===== config.mk =====
export PLATFORM = sky130hd
export DESIGN_NAME = msg_frame_queue
export DESIGN_NICKNAME = d
export VERILOG_FILES = /design/src/rtl/mfq_pkg.sv /design/src/rtl/mfq_ring_ptr.sv /design/src/rtl/mfq_writer.sv /design/src/rtl/msg_frame_queue.sv
export SDC_FILE = /design/constraint.sdc
export NUM_CORES = 1
export LEC_CHECK = 0
export ABC_AREA = 1
export BUFFER_PORTS_ARGS = -buffer_cell sky130_fd_sc_hd__buf_4
export CORE_ASPECT_RATIO = 1.5
export CORE_MARGIN = 3
export CORE_UTILIZATION = 57
export CTS_CLUSTER_DIAMETER = 50
export DETAILED_ROUTE_END_ITERATION = 8
export PLACE_DENSITY_LB_ADDON = 0.12
export SYNTH_ARGS = -nofsm -noshare
export SYNTH_HDL_FRONTEND = slang
export SYNTH_SLANG_ARGS = --single-unit

===== constraint.sdc =====
create_clock -name clk -period 4.9 [get_ports clk]
set_clock_uncertainty 0.1 [all_clocks]
set_input_delay 0.49 -clock clk [delete_from_list [all_inputs] [get_ports clk]]
set_output_delay 0.49 -clock clk [all_outputs]
set_load 0.05 [all_outputs]

===== src/rtl/mfq_pkg.sv =====
// Shared constants for the inbound message frame queue.
// Assumes a fixed 4096-byte slot and at most 2048 ring entries.
package mfq_pkg;
    localparam int SLOT_LG = 12;
    localparam int MAX_LG  = 11;

    localparam logic [1:0] REG_MODE = 2'd0;
    localparam logic [1:0] REG_STAT = 2'd1;
    localparam logic [1:0] REG_DEQ  = 2'd2;
    localparam logic [1:0] REG_ENQ  = 2'd3;

    localparam int MODE_EN  = 0;
    localparam int MODE_INC = 1;
    localparam int MODE_SZ  = 12;

    localparam int ST_Q    = 0;
    localparam int ST_FULL = 4;
    localparam int ST_ERR  = 7;

    // Ring size exponent from the 4-bit size code.
    function automatic logic [3:0] ring_lg(input logic [3:0] code);
        if (code == 4'hF)
            return 4'd1;
        else if (code > 4'd9)
            return 4'(MAX_LG);
        else
            return code + 4'd2;
    endfunction
endpackage


===== src/rtl/mfq_ring_ptr.sv =====
// One ring pointer: loads from the base, advances one slot with wrap.
// Assumes base is slot aligned and the pointer lies inside the ring.
module mfq_ring_ptr
    import mfq_pkg::*;
#(
    parameter int ADDR_W = 32
) (
    input  logic              clk,
    input  logic              rst_n,
    input  logic              load,
    input  logic [ADDR_W-1:0] load_val,
    input  logic [ADDR_W-1:0] base,
    input  logic [3:0]        size_code,
    input  logic              adv,
    output logic [ADDR_W-1:0] ptr,
    output logic [ADDR_W-1:0] nxt
);
    localparam logic [ADDR_W-1:0] SLOT_STEP = ADDR_W'(1) << SLOT_LG;

    logic [MAX_LG-1:0] idx;
    logic [MAX_LG-1:0] last_idx;
    logic [3:0]        lg;

    // Slot index, last index of the ring and the advanced pointer value.
    always_comb begin
        lg       = ring_lg(size_code);
        idx      = MAX_LG'((ptr - base) >> SLOT_LG);
        last_idx = {MAX_LG{1'b1}} >> (4'(MAX_LG) - lg);
        nxt      = (idx == last_idx) ? base : ptr + SLOT_STEP;
    end

    // Pointer register.
    always_ff @(posedge clk) begin
        if (!rst_n)
            ptr <= '0;
        else if (load)
            ptr <= load_val;
        else if (adv)
            ptr <= nxt;
    end


    adv_moves_chk: assert property (@(posedge clk) disable iff (!rst_n)
        (adv && !load) |=> (ptr != $past(ptr)));
endmodule


===== src/rtl/mfq_writer.sv =====
// Moves stream beats into the current slot and reports message outcomes.
// Assumes the full decision at a message's first beat holds for all its beats.
module mfq_writer
    import mfq_pkg::*;
#(
    parameter int ADDR_W = 32,
    parameter int DATA_W = 32
) (
    input  logic              clk,
    input  logic              rst_n,
    input  logic              enable,
    input  logic              full,
    input  logic [ADDR_W-1:0] slot_addr,
    input  logic              s_valid,
    output logic              s_ready,
    input  logic [DATA_W-1:0] s_data,
    input  logic              s_last,
    input  logic              s_err,
    output logic              m_valid,
    input  logic              m_ready,
    output logic [ADDR_W-1:0] m_addr,
    output logic [DATA_W-1:0] m_data,
    output logic              commit,
    output logic              err_evt,
    output logic              full_evt
);
    localparam int BEAT_LG = $clog2(DATA_W / 8);
    localparam int BEATS   = 1 << (SLOT_LG - BEAT_LG);
    localparam int CNT_W   = SLOT_LG - BEAT_LG + 1;

    logic             in_msg;
    logic             drop_q;
    logic [CNT_W-1:0] cnt;
    logic             drop_now;
    logic             over;
    logic             fire;

    // Beat routing, handshakes and end-of-message events.
    always_comb begin
        drop_now = in_msg ? drop_q : full;
        over     = (cnt >= CNT_W'(BEATS));
        m_valid  = enable && s_valid && !drop_now && !over;
        s_ready  = enable && (drop_now || over || m_ready);
        m_addr   = slot_addr + (ADDR_W'(cnt) << BEAT_LG);
        m_data   = s_data;
        fire     = s_valid && s_ready;
        commit   = fire && s_last && !drop_now && !s_err;
        err_evt  = fire && s_last && s_err;
        full_evt = fire && !in_msg && full;
    end

    // Message state: inside a message, drop decision, beat count.
    always_ff @(posedge clk) begin
        if (!rst_n) begin
            in_msg <= 1'b0;
            drop_q <= 1'b0;
            cnt    <= '0;
        end else if (fire) begin
            if (s_last) begin
                in_msg <= 1'b0;
                drop_q <= 1'b0;
                cnt    <= '0;
            end else begin
                in_msg <= 1'b1;
                drop_q <= drop_now;
                cnt    <= over ? cnt : cnt + 1'b1;
            end
        end
    end


    off_quiet_chk: assert property (@(posedge clk) disable iff (!rst_n)
        !enable |-> (!m_valid && !s_ready));
endmodule


===== src/rtl/msg_frame_queue.sv =====
// Inbound message frame queue: one message per 4096-byte ring slot,
// mode/status/pointer registers and a message-waiting interrupt.
// Assumes software writes the base before enabling the unit.
module msg_frame_queue
    import mfq_pkg::*;
#(
    parameter int ADDR_W = 32,
    parameter int DATA_W = 32
) (
    input  logic              clk,
    input  logic              rst_n,
    input  logic              reg_we,
    input  logic [1:0]        reg_addr,
    input  logic [31:0]       reg_wdata,
    output logic [31:0]       reg_rdata,
    input  logic              s_valid,
    output logic              s_ready,
    input  logic [DATA_W-1:0] s_data,
    input  logic              s_last,
    input  logic              s_err,
    output logic              m_valid,
    input  logic              m_ready,
    output logic [ADDR_W-1:0] m_addr,
    output logic [DATA_W-1:0] m_data,
    output logic              irq
);
    localparam logic [ADDR_W-1:0] ALIGN_MASK = ~((ADDR_W'(1) << SLOT_LG) - 1'b1);

    logic              mode_en;
    logic [3:0]        size_code;
    logic [ADDR_W-1:0] base;
    logic              st_err, st_full, st_q;
    logic [ADDR_W-1:0] deq_ptr, deq_nxt, enq_ptr, enq_nxt;
    logic              base_ld, mode_wr, stat_wr, deq_adv;
    logic              commit, err_evt, full_evt, full;
    logic [ADDR_W-1:0] base_val;

    // Register write decode and queue conditions.
    always_comb begin
        base_ld  = reg_we && (reg_addr == REG_DEQ);
        mode_wr  = reg_we && (reg_addr == REG_MODE);
        stat_wr  = reg_we && (reg_addr == REG_STAT);
        base_val = ADDR_W'(reg_wdata) & ALIGN_MASK;
        deq_adv  = mode_wr && reg_wdata[MODE_INC] && (deq_ptr != enq_ptr);
        full     = (enq_nxt == deq_ptr);
    end

    // Mode fields and ring base.
    always_ff @(posedge clk) begin
        if (!rst_n) begin
            mode_en   <= 1'b0;
            size_code <= '0;
            base      <= '0;
        end else begin
            if (mode_wr) begin
                mode_en   <= reg_wdata[MODE_EN];
                size_code <= reg_wdata[MODE_SZ +: 4];
            end
            if (base_ld)
                base <= base_val;
        end
    end

    // Status flags: events set, write-one clears, set wins.
    always_ff @(posedge clk) begin
        if (!rst_n) begin
            st_err  <= 1'b0;
            st_full <= 1'b0;
            st_q    <= 1'b0;
        end else begin
            st_err  <= (st_err  && !(stat_wr && reg_wdata[ST_ERR]))  || err_evt;
            st_full <= (st_full && !(stat_wr && reg_wdata[ST_FULL])) || full_evt;
            st_q    <= (st_q    && !(stat_wr && reg_wdata[ST_Q]))    || (deq_ptr != enq_ptr);
        end
    end

    // Register read mux.
    always_comb begin
        case (reg_addr)
            REG_MODE: reg_rdata = {16'd0, size_code, 11'd0, mode_en};
            REG_STAT: reg_rdata = {24'd0, st_err, 2'd0, st_full, 3'd0, st_q};
            REG_DEQ:  reg_rdata = 32'(deq_ptr);
            default:  reg_rdata = 32'(enq_ptr);
        endcase
    end

    assign irq = st_q;

    mfq_ring_ptr #(.ADDR_W(ADDR_W)) u_deq (
        .clk(clk), .rst_n(rst_n), .load(base_ld), .load_val(base_val),
        .base(base), .size_code(size_code), .adv(deq_adv),
        .ptr(deq_ptr), .nxt(deq_nxt)
    );

    mfq_ring_ptr #(.ADDR_W(ADDR_W)) u_enq (
        .clk(clk), .rst_n(rst_n), .load(base_ld), .load_val(base_val),
        .base(base), .size_code(size_code), .adv(commit),
        .ptr(enq_ptr), .nxt(enq_nxt)
    );

    mfq_writer #(.ADDR_W(ADDR_W), .DATA_W(DATA_W)) u_wr (
        .clk(clk), .rst_n(rst_n), .enable(mode_en), .full(full),
        .slot_addr(enq_ptr), .s_valid(s_valid), .s_ready(s_ready),
        .s_data(s_data), .s_last(s_last), .s_err(s_err),
        .m_valid(m_valid), .m_ready(m_ready), .m_addr(m_addr), .m_data(m_data),
        .commit(commit), .err_evt(err_evt), .full_evt(full_evt)
    );


    q_follows_ptrs_chk: assert property (@(posedge clk) disable iff (!rst_n)
        (deq_ptr != enq_ptr) |=> st_q);

    err_sticks_chk: assert property (@(posedge clk) disable iff (!rst_n)
        err_evt |=> st_err);

    full_sticks_chk: assert property (@(posedge clk) disable iff (!rst_n)
        full_evt |=> st_full);

    no_overrun_chk: assert property (@(posedge clk) disable iff (!rst_n)
        (!$past(base_ld) && (enq_ptr != $past(enq_ptr))) |-> (enq_ptr != deq_ptr));
endmodule


# Word level (Yosys, flattened, before mapping)
# Index checks and enable logic that the tools add are counted.
[classes] addsub=8 n_lt_le_gt_ge=2 n_eq_ne=8 shifts=1 muxes=14 n_bitwise=1 reduce_logical=39
[ops] cell="32-bit two-way mux" count=6
[ops] cell="32-bit one-hot mux with 3 select lines" count=1
[ops] cell="32-bit by 13-bit adder with 32-bit output, second input constant" count=2
[ops] cell="23-bit subtractor" count=2
[ops] cell="32-bit by 13-bit adder with 32-bit output" count=1
[ops] cell="32-bit equality test" count=1
[ops] cell="32-bit inequality test" count=1
[ops] cell="11-bit equality test" count=2
[ops] cell="1-bit logical AND" count=22
[ops] cell="11-bit two-way mux" count=2
[ops] cell="11-bit by 1-bit adder with 11-bit output, second input constant" count=1
[ops] cell="11-bit greater-or-equal comparator, second input constant" count=1
[ops] cell="11-bit by 4-bit right shift with 11-bit output, first input constant" count=1
[ops] cell="4-bit two-way mux" count=2
[ops] cell="1-bit logical NOT" count=7
[ops] cell="1-bit logical OR" count=5
[ops] cell="4-bit by 2-bit adder with 4-bit output, second input constant" count=1
[ops] cell="4-bit equality test, second input constant" count=1
[ops] cell="4-bit greater-than comparator, second input constant" count=1
[ops] cell="2-bit nonzero test" count=2
[ops] cell="4-bit subtractor, first input constant" count=1
[ops] cell="1-bit two-way mux" count=3
[ops] cell="2-bit by 1-bit equality test with 1-bit output, second input constant" count=1
[ops] cell="2-bit equality test, second input constant" count=1
[ops] cell="other kinds (5)" count=5
[word_totals] register_bits=105 inputBits=73 output_inout_bits=99 wordCells=86

# Depth between registers and ports, before layout
# Gate-level depths: netlist (run 1).
[depth] ltp_word=18 depth_mapped=34 depth_no_buf=32

# Hierarchy
# A second synthesis (run 1) with hierarchy kept.
[hier_totals] hier_cells=2348 area_unflattened_um2=13516.7
[modules_own_cells] module="mfq_ring_ptr" n_inst=2 cells_per_inst=771 area_per_inst_um2=4385.5 seq_area_each_um2=640.6
[modules_own_cells] module="mfq_writer" n_inst=1 cells_per_inst=442 area_per_inst_um2=2419.8 seq_area_each_um2=260.2
[modules_own_cells] module="msg_frame_queue" n_inst=1 cells_per_inst=364 area_per_inst_um2=2326.0 seq_area_each_um2=560.5

# Least setup slack after synthesis (run 1)
# No wires, ideal clock.
[synth_path] path_type="register to output" start="register size_code[1]" end="output m_valid" arrival_ps=3907 t_required_ps=4310 path_slack_ps=403 path_stages_with_launch=24 path_buffers=1 cell_sequence="dfxtp_1 ha_1 nand3_4 ha_1 inv_1 nand2_1 nor2_2 inv_2 nand2_1 nand2_1 nor2_1 nand3_2 nor2_4 buf_4 nand2_1 nand2_1 nand2_1 nand2_1 nor2_1 nand2_1 nor2_1 nand3_1 nand2_1 nor3_1"
[synth_via] elab_chain_cells=12 elab_cells_between_ends=14 classes_between="add/sub (2); order compare (1); eq/ne (3); shift (1); mux (4); reduce/logical (3)"
[synth_lines] item="start: declaration" line_no="msg_frame_queue.sv:30" source="logic [3:0] size_code;"
[synth_lines] item="start signal: assignment" line_no="msg_frame_queue.sv:57" source="size_code <= reg_wdata[MODE_SZ +: 4];"
[synth_lines] item="4-bit by 2-bit adder with 4-bit output / 4-bit greater-than comparator (equally long branches)" line_no="mfq_pkg.sv:27, mfq_pkg.sv:24"
[synth_lines] item="4-bit two-way mux" line_no="mfq_pkg.sv:24" source="else if (code > 4'd9)"
[synth_lines] item="4-bit two-way mux *" line_no="mfq_pkg.sv:22" source="if (code == 4'hF)"
[synth_lines] item="4-bit subtractor *" line_no="mfq_ring_ptr.sv:28" source="last_idx = {MAX_LG{1'b1}} >> (4'(MAX_LG) - lg);"
[synth_lines] item="11-bit by 4-bit right shift with 11-bit output *" line_no="mfq_ring_ptr.sv:28"
[synth_lines] item="11-bit equality test *" line_no="mfq_ring_ptr.sv:29" source="nxt = (idx == last_idx) ? base : ptr + SLOT_STEP;"
[synth_lines] item="32-bit two-way mux *" line_no="mfq_ring_ptr.sv:29"
[synth_lines] item="32-bit equality test *" line_no="msg_frame_queue.sv:45" source="full = (enq_nxt == deq_ptr);"
[synth_lines] item="1-bit two-way mux *" line_no="mfq_writer.sv:40" source="drop_now = in_msg ? drop_q : full;"
[synth_lines] item="1-bit logical NOT *" line_no="mfq_writer.sv:42" source="m_valid = enable && s_valid && !drop_now && !over;"
[synth_lines] item="1-bit logical AND * (2 in a row)" line_no="mfq_writer.sv:42"
[synth_lines] item="end: declaration" line_no="msg_frame_queue.sv:21" source="output logic m_valid,"
# Every way passes the cells marked *; elsewhere a longest branch is shown, timed or not.

# Worst setup path after layout (run 1)
[layout_path] start="register size_code[1]" end="output s_ready"
[layout_via] elab_chain_cells=12 elab_cells_between_ends=14 classes_between="add/sub (2); order compare (1); eq/ne (3); shift (1); mux (4); reduce/logical (3)"
[layout_lines] item="4-bit by 2-bit adder with 4-bit output / 4-bit greater-than comparator (equally long branches)" line_no="mfq_pkg.sv:27, mfq_pkg.sv:24"
[layout_lines] item="4-bit two-way mux" line_no="mfq_pkg.sv:24"
[layout_lines] item="4-bit two-way mux *" line_no="mfq_pkg.sv:22"
[layout_lines] item="4-bit subtractor *" line_no="mfq_ring_ptr.sv:28"
[layout_lines] item="11-bit by 4-bit right shift with 11-bit output *" line_no="mfq_ring_ptr.sv:28"
[layout_lines] item="11-bit equality test *" line_no="mfq_ring_ptr.sv:29"
[layout_lines] item="32-bit two-way mux *" line_no="mfq_ring_ptr.sv:29"
[layout_lines] item="32-bit equality test *" line_no="msg_frame_queue.sv:45"
[layout_lines] item="1-bit two-way mux *" line_no="mfq_writer.sv:40"
[layout_lines] item="1-bit logical OR * (2 in a row)" line_no="mfq_writer.sv:43" source="s_ready = enable && (drop_now || over || m_ready);"
[layout_lines] item="1-bit logical AND *" line_no="mfq_writer.sv:43"
[layout_lines] item="end: declaration" line_no="msg_frame_queue.sv:17" source="output logic s_ready,"
# Marked as above.

==> results of run 1 <==
[registers in the layout, summed over array words and instances, names as in the netlist]
signal,count
st_full,1
mode_en,1
u_wr.in_msg,1
u_deq.ptr,32
base,20
u_wr.drop_q,1
st_err,1
size_code,4
u_wr.cnt,11
u_enq.ptr,32
irq,1
[worst max-delay path by stage]
stage                                         start  depth (start not counted)                         end  slack, ns
after floorplan           size_code[1]$_SDFFE_PN0P_                         23                     m_valid       0.40
after global placement    size_code[1]$_SDFFE_PN0P_                         29  u_enq.ptr[17]$_SDFFE_PN0P_       0.34
after detailed placement  size_code[1]$_SDFFE_PN0P_                         29  u_enq.ptr[25]$_SDFFE_PN0P_       0.28
after CTS                 size_code[2]$_SDFFE_PN0P_                         23                     s_ready       0.03
after global routing      size_code[2]$_SDFFE_PN0P_                         25                     m_valid      -0.07
final                     size_code[1]$_SDFFE_PN0P_                         22                     s_ready       0.15
[where the power goes]
part / internal, mW / total, mW / switching [mW]
Sequential: 0.876 / 0.912 / 0.0363
Clock: 0.358 / 0.723 / 0.365
Combinational: 0.242 / 0.717 / 0.475
Total: 1.48 / 2.35 / 0.876
[per-stage QoR]
stage / instance area (sq um) / utilization (%) / power (mW) / hold slack, ns
floorplan: 9121 / - / 1.486 / 0.3454
global placement: 9899 / 63.07 / 1.601 / 0.3521
detailed placement: 9899 / 63.07 / 1.610 / 0.3736
CTS: 10210 / 65.06 / 2.328 / 0.2890
global route: 10410 / 66.34 / 2.467 / 0.3051
finish: 10410 / 66.34 / 2.352 / 0.2993
[placed cells by master, fill, tap and decap left out, types with 22 or more instances in the layout]
cell / count
a31oi_1: 22
xor2_1: 77
buf_4: 122
ha_1: 36
nand2_1: 374
o21ai_0: 35
a21oi_1: 58
dfxtp_1: 102
o22ai_1: 45
o211ai_1: 22
inv_1: 192
nand4_1: 31
nor2_1: 117
nor3_1: 44
nand3_1: 90
[metal layers]
layer	vias up	wire (microns)	global-route usage [%]
met5	-	0	0
met4	0	1562	17.70
met3	123	2458	4.503
met2	483	14660	57.55
met1	4568	11760	42.98
li1	4858	-	-
[worst reg2reg max path, cell delays in order, from the launching register on]
cell,delay [ns]
dfxtp_2,0.37
ha_4,0.30
nand3_4,0.15
ha_1,0.35
buf_6,0.16
xor2_1,0.17
xnor2_1,0.20
nand3_1,0.11
nor2_2,0.19
nand3_4,0.18
nor2_4,0.29
buf_12,0.17
nand2_1,0.09
nand2_1,0.08
nand2_1,0.06
nand2_2,0.10
nand3_2,0.13
nor2_2,0.14
nand3_2,0.16
nand2_1,0.16
nor2_1,0.08
inv_2,0.07
nor2_4,0.05
nor2_2,0.17
buf_12,0.22
nand2_1,0.08
nand2_1,0.06
nor2_1,0.04
[cells by family after synthesis]
kind of cell / Yosys count / synth area share, %
and+or+nand+nor: 721 / 34.69
buffers and inverters: 287 / 13.65
AOI/OAI and AO/OA: 212 / 14.05
DFF: 105 / 23.05
xor gates and xnor gates: 92 / 8.834
adders and majority gates: 40 / 5.734
[layout make-up]
type | instances | share of cell area [%]
clock buffers | 10 | 2.199
clock inverters | 6 | 0.5888
inverters | 200 | 7.210
multi-input cells | 1065 | 56.58
flip-flops and latches | 105 | 20.25
well taps | 203 | 2.439
repair buffers | 134 | 10.73
[timing repair]
item | 4_1_cts | 5_1_grt
gates cloned | 0 | 2
setup buffers | 0 | 4
pin swaps | 2 | 7
gates resized for setup | 5 | 36
endpoints found under the setup margin | 2 | 14
==> results.md, run 1 <==
Outcome:
- The flow ran to the end, and the final reports show no timing, DRC or antenna violations.

STA:
- Once routing completed, OpenROAD measured the worst setup slack at 0.1506 ns.
- Setup violations remaining at the end of the flow were counted as 0.
- Setup repair after global routing could not meet its margin everywhere.
- The clock period could shrink to 4.749 ns.
- Timing would allow up to 210.6 MHz.
- The count of final max-slew check failures is 0.
- The final hold violation count is 0.
- After routing, the total negative slack on setup checks comes to 0 ns.
- Headroom to the max-slew limit came out at 24.79%.
- The part of the cycle the worst path needs is 96.93%.
- The slew of the pin with the lowest slew margin is 1.128 ns.

Placed design:
- The HPWL after detailed placement is 22950 microns.
- The count of buffers added on input and output ports is 99.
- Including well taps, the total number of placed cells is 1701.
- The final estimated routing congestion in global placement is 0.9896.
- Prior to clock tree synthesis, the placed netlist has a worst setup slack of 0.2839 ns.

Setup path:
- The signal on the critical path passes through ha_4 > nand3_4 > ha_1 > buf_6 > xor2_1 > xnor2_1 > nand3_1 > nor2_2 > nand3_4 > nor2_4 > buf_12 > nand2_1 > nand2_1 > nand2_1 > nand2_2 > nand3_2 > nor2_2 > nand3_2 > nand4_4 > nand2_1 > inv_1 > buf_6.
- The register-to-register setup slack is 0.38 ns.
- The cell family contributing the most delay on the critical path is simple AND/OR/NAND/NOR gates.
- The library cell contributing the largest single delay on the critical path is dfxtp_2.
- The required time at the worst-slack endpoint is 4.31 ns.
- The startpoint class of the critical path is a flip-flop.
- By instance count, the cell type seen most on the critical path is nand2_1.
- For this run, the slowest stage of the critical path takes 0.37 ns.
- The number of buffers and inverters on the critical path is 4.
- For the worst setup path, the data arrival time is 4.16 ns.
- The worst register-to-register path has a depth of 27.
- The maximum fanout along the worst path is 11.
- STA classifies the critical path endpoint as an output pin.
- The worst register-to-register path ends at u_enq.ptr[21]$_SDFFE_PN0P_.
- The origin of the critical flop-to-flop path is size_code[1]$_SDFFE_PN0P_.
- The kind of critical path is flip-flop to output pin.

Synth:
- The largest total area in the synthesized netlist belongs to dfxtp_1.
- In the synthesized netlist, the number of instances is 1457.
- After synthesis the netlist holds a flip-flop and latch count of 105.
- Summing every instance area after synthesis gives 9121 sq um.
- The Yosys step of the flow raised 0 warnings.
- The count of flip-flops with a built-in enable after synthesis is 0.
- The most numerous cell in the Yosys netlist is nand2_1.
- Of the post-synthesis cell area, the dominant cell type holds 23.05%.
- Sorting the synthesized cells by area gives the leading types as dfxtp_1 (23%), nand2_1 (16%), inv_1 (8.0%), xor2_1 (7.4%), nand3_1 (5.3%).
- The share of synthesized flip-flops with an asynchronous set or reset is 0%.
- The number of nets handed over by synthesis was 1570.
- The commonest cells after synthesis are nand2_1 (377), inv_1 (194), nor2_1 (126).
- Dividing the synthesized area by the synthesized cell count gives 6.260 sq um.
- After synthesis, flip-flops and latches occupy 23.05% of the total area.
- The most instantiated flip-flop cell in the synthesis netlist is dfxtp_1.
- In this run, distinct cell masters in the synthesized netlist total 46.

GRT:
- The number of antenna violations at the first check in global routing is 0.
- In the global route stage, overall resource usage came out at 34.53%.
- The pin count of the biggest net entering global routing is 54.
- The total overflow left after global routing is 0.
- The first-pass GRT wire length is 47570 microns.
- The number of global-route vias before repair was 9487.

Route:
- The vias per cell is 5.822.
- Detailed routing inserted a total of 10030 vias.
- The average wire length per cell after detail routing is 17.67 microns.
- After the first detailed-routing iteration, the DRC count stood at 809.
- The total wire length is 30440 microns.
- The detail route stage leaves a number of antenna-violating nets equal to 0.
- The DRC violation count after routing is 0.
- The first TritonRoute pass finished after 6 iterations.

CTS:
- After clock tree synthesis, the clock-pin slew on the worst setup and hold paths is 0.07 ns.
- The clock latency of the later-clocked register in the worst-skew pair is 0.36 ns.
- TritonCTS built the clock tree.
- The hold buffer count at cts is 0.
- The tree built by TritonCTS fans out to 105 sinks.
- The root buffer cell chosen for the clock tree is clkbuf_16.
- The CTS buffer count is 9.
- The clock tree buffer depth is 2.
- The H-tree generated during clock tree synthesis spans 3 levels.

Floorplanning:
- The horizontal die dimension is 109.3 microns.
- The core area is 15700 sq um.
- The total I/O pin count is 172.
- The die footprint is 17590 sq um.
- The cell row count is 56.
- The starting density of the core is 58.12%.
- The chip height is 160.9 microns.

Final layout:
- For this run, the number of standard cells in the final layout without fillers is 1723.
- The area taken by flip-flops and latches is 2108 sq um.
- The layout overhead on the synthesized area is 14.16%.
- The number of antenna diodes in the final layout is 0.
- The multi-input combinational cells in the finished layout cover a total of 5892 sq um.
- In the final design database the tool counted 1628 nets.
- Of the cells placed in the final design, the portion with a size suffix greater than 1 is 13.88%.
- Fill cells in the final layout number 1532.

Job:
- The max capacitance violation total is 0.

Power:
- The power per cell area is 225.9 nW/um^2.
- Across the VDD grid, the largest voltage drop is 0.1518 mV.
- For this design the static power due to leakage is 4.910 nW.

Hold path:
- In this run the most critical hold path is launched from s_err.
- For hold timing, the worst endpoint is st_err$_SDFF_PN0_.
- Along the worst hold path, the cell count comes to 3.
- The min-delay analysis places its worst path in the category input port to flip-flop.
No activity file was read; power rests on OpenSTA's default activity.
==> run 2: changes to the inputs <==
- CORE_UTILIZATION: 57 -> 60
- SYNTH_HIERARCHICAL: not set -> 1
==> run 2 against run 1 <==
  * The flow now finishes with violations (capacitance limit, slew limit, setup timing)
  * First-iteration DRC count increased by 130%
  * Synthesized area increased by 46%
  * Sequential cell count unchanged
  * Worst setup slack worse by 0.18 ns
  * Power is 17% higher
  * Critical path type is now flip-flop to flip-flop
  * Largest power group is now combinational logic
==> results.md, run 2 <==
Synth:
- The Yosys warning count is 6.
- The mapped netlist covers 13320 sq um.
- The average instance area after synthesis is 5.750 sq um.
- The post-synthesis instance total is 2317.

STA:
- The count of final max-slew check failures is 33.
- For the pin with the worst max-slew slack, the measured transition is 1.518 ns.
- Setup repair after global routing could not meet its margin everywhere.
- The final critical path takes up 100.7% of the cycle.
- Setup violations remaining at the end of the flow were counted as 6.
- The maximum achievable frequency is 202.7 MHz.
- Adding up every negative setup slack in the final design gives -0.09931 ns.
- Across all setup checks in the final design, the least slack found is -0.03436 ns.
- In this run the tightest slew margin relative to its limit is -1.293%.
- The final hold violation count is 0.
- Counting I/O delays and the setup requirement, the final critical path takes 4.934 ns.

Setup path:
- Along the worst path, the maximum fanout reaches 16.
- STA classifies the critical path startpoint as a flip-flop.
- Counting stages on the worst path, the most repeated cell is nand2_2.
- Across all register-to-register paths, the minimum setup slack is -0.03 ns.
- The endpoint arrival time on the critical path is 5.10 ns.
- Data on the critical path is required at its endpoint by 5.07 ns.
- The library cell contributing the largest single delay on the critical path is dfxtp_4.
- The kind of critical path is flip-flop to flip-flop.
- For the worst flop-to-flop path, the logic depth is 32.
- The worst stage delay on the critical path is 0.37 ns.
- The endpoint of the worst register-to-register path is u_enq/ptr[3]$_SDFFE_PN0P_.
- The worst register-to-register path begins at size_code[1]$_SDFFE_PN0N_.
- The element type at the critical path end is a flip-flop.

Job:
- Across the run, the number of max-cap violations was 1.

Route:
- The average wire length per cell after detail routing is 18.32 microns.
- In the routed layout, each cell is associated on average with a via count of 5.770.
- After detailed routing, the total wire length is 50440 microns.
- The number of iterations in the first detailed-routing pass is 8.
- In this run the remaining antenna-violating nets after routing total 0.
- For this block, the initial DRC count from the detailed router was 1850.
- Detailed routing inserted a total of 15880 vias.
- In the routed design, unresolved DRC markers number 0.

Floorplanning:
- After floorplanning, the core was divided into 66 placement rows.
- From left edge to right edge, the die measures 127.7 microns.
- The starting density of the core is 61.11%.
- The chip height is 188.5 microns.
- 172 I/O pins were placed.
- The die footprint is 24060 sq um.
- The core area is 21800 sq um.

CTS:
- For this design, the CTS-stage hold fixing added 0 buffers.
- The tree built by TritonCTS fans out to 105 sinks.
- TritonCTS built the clock tree.
- Clock tree synthesis selected as its root buffer the cell clkbuf_16.
- After clock tree synthesis, the clock-pin slew on the worst setup and hold paths is 0.09 ns.
- The clock tree buffer depth is 2.
- The number of clock buffers added by TritonCTS is 9.
- The clock tree synthesis step divided the H-tree into 3 levels.
- The later pin in the worst-skew pair is clocked with a latency of 0.37 ns.

GRT:
- The aggregate global-route resource usage is 39.36%.
- The number of global-route vias before repair was 15040.
- The first-pass GRT wire length is 75770 microns.
- The number of antenna violations at the first check in global routing is 0.
- Entering global routing, the biggest net connects 50 pins.
- Summed over all layers, the global routing overflow is 0.

Power:
- The analysis attributes to cell leakage a power of 7.834 nW.
- IR analysis of the VDD net gives a maximum drop of 0.1685 mV.
- For this design the ratio of total power to cell area is 176.4 nW/um^2.

Outcome:
- The run finished, with violations left.
- The checks that failed: capacitance limit, slew limit, setup timing.

Placed design:
- The final estimated routing congestion in global placement is 0.9878.
- The number of placed instances, taps included, is 2712.
- The placement-stage worst setup slack is -0.08427 ns.
- Once placement finished, the instance area stood at 14360 sq um.
- The number of I/O port buffers is 99.
- Once detailed placement completed, the half-perimeter wirelength came to 37470 microns.

Final layout:
- The most common library cell in the layout ignoring fill and taps is nand2_1.
- The fraction of layout cells with a size suffix above 1 is 15.20%.
- The largest registers in the layout are u_deq/ptr x32, u_enq/ptr x32, base x20.
- Cells fill 71.63% of the core in the end.
- Relative to the synthesized area, the layout overhead comes to 17.21%.
- In the layout the commonest cells are nand2_1 (679), inv_1 (411), nand3_1 (216).
- The number of antenna diodes in the final layout is 0.
- The final layout contains 2611 nets.
- The final non-filler cell total is 2753.
- The final instance area is 15620 sq um.

Hold path:
- The startpoint identified for the worst hold timing path is reg_wdata[17].
- The end point of the most critical hold path is base[17]$_SDFFE_PN0P_.
- The path class of the tightest hold or removal check is input port to flip-flop.
- The number of cells traversed by the worst hold path is 3.
run 2: power breakdown:
group / switching, mW / total, mW / internal (mW)
Combinational: 0.717 / 1.11 / 0.395
Clock: 0.361 / 0.709 / 0.348
Sequential: 0.0517 / 0.935 / 0.883
Total: 1.13 / 2.76 / 1.63
run 2: per-layer routing:
| layer | share of wire [%] | wire [microns] | global-route usage (%) |
|---|---|---|---|
| met4 | 9.5 | 4792 | 29.98 |
| met2 | 47 | 23880 | 67.81 |
| met5 | 0 | 0 | 0 |
| met3 | 8.8 | 4454 | 6.211 |
| met1 | 34 | 17310 | 42.57 |
run 2: cell type report:
| class | instances | area [sq um] |
|---|---|---|
| clock inverters | 6 | 43.79 |
| flip-flops and latches | 105 | 2112 |
| well taps | 272 | 340.3 |
| fillers | 1950 | 6186 |
| inverters | 423 | 1593 |
| repair buffers | 189 | 1679 |
| multi-input cells | 1748 | 9618 |
| clock buffers | 10 | 229.0 |
run 2: worst max-delay path: cells and delay by family, from the launching register on:
family	cells	cell delay, ns
simple gates	16	1.91
buf+inv	8	1.06
xor+xnor	3	0.50
fa+ha+maj	2	0.48
compound gates	3	0.39
flops	1	0.37
run 2: how the worst max path moves through the flow:
stage / from / end / slack, ns / cells past startpoint
2_1_floorplan: size_code[1]$_SDFFE_PN0N_ / u_enq/ptr[10]$_SDFFE_PN0P_ / 0.12 / 28
3_3_place_gp: size_code[1]$_SDFFE_PN0N_ / u_enq/ptr[31]$_SDFFE_PN0P_ / 0.03 / 29
3_5_place_dp: size_code[1]$_SDFFE_PN0N_ / u_enq/ptr[9]$_SDFFE_PN0P_ / -0.08 / 32
4_1_cts: size_code[1]$_SDFFE_PN0N_ / s_ready / 0.0007 / 29
5_1_grt: size_code[1]$_SDFFE_PN0N_ / u_enq/ptr[23]$_SDFFE_PN0P_ / -0.22 / 35
6_report: size_code[1]$_SDFFE_PN0N_ / u_enq/ptr[3]$_SDFFE_PN0P_ / -0.03 / 32
run 2: metrics by stage:
step	hold WS, ns	total power [mW]
detailed placement	0.3627	1.939
global placement	0.3552	1.924
global route	0.2987	2.894
CTS	0.2711	2.665
floorplan	0.3401	1.715
finish	0.2790	2.755
run 2: repair_timing:
item,CTS,global route
resized for setup,41,109
endpoints found under the setup margin,34,34
pin swaps,13,54
buffers inserted,5,14
cloned,2,4
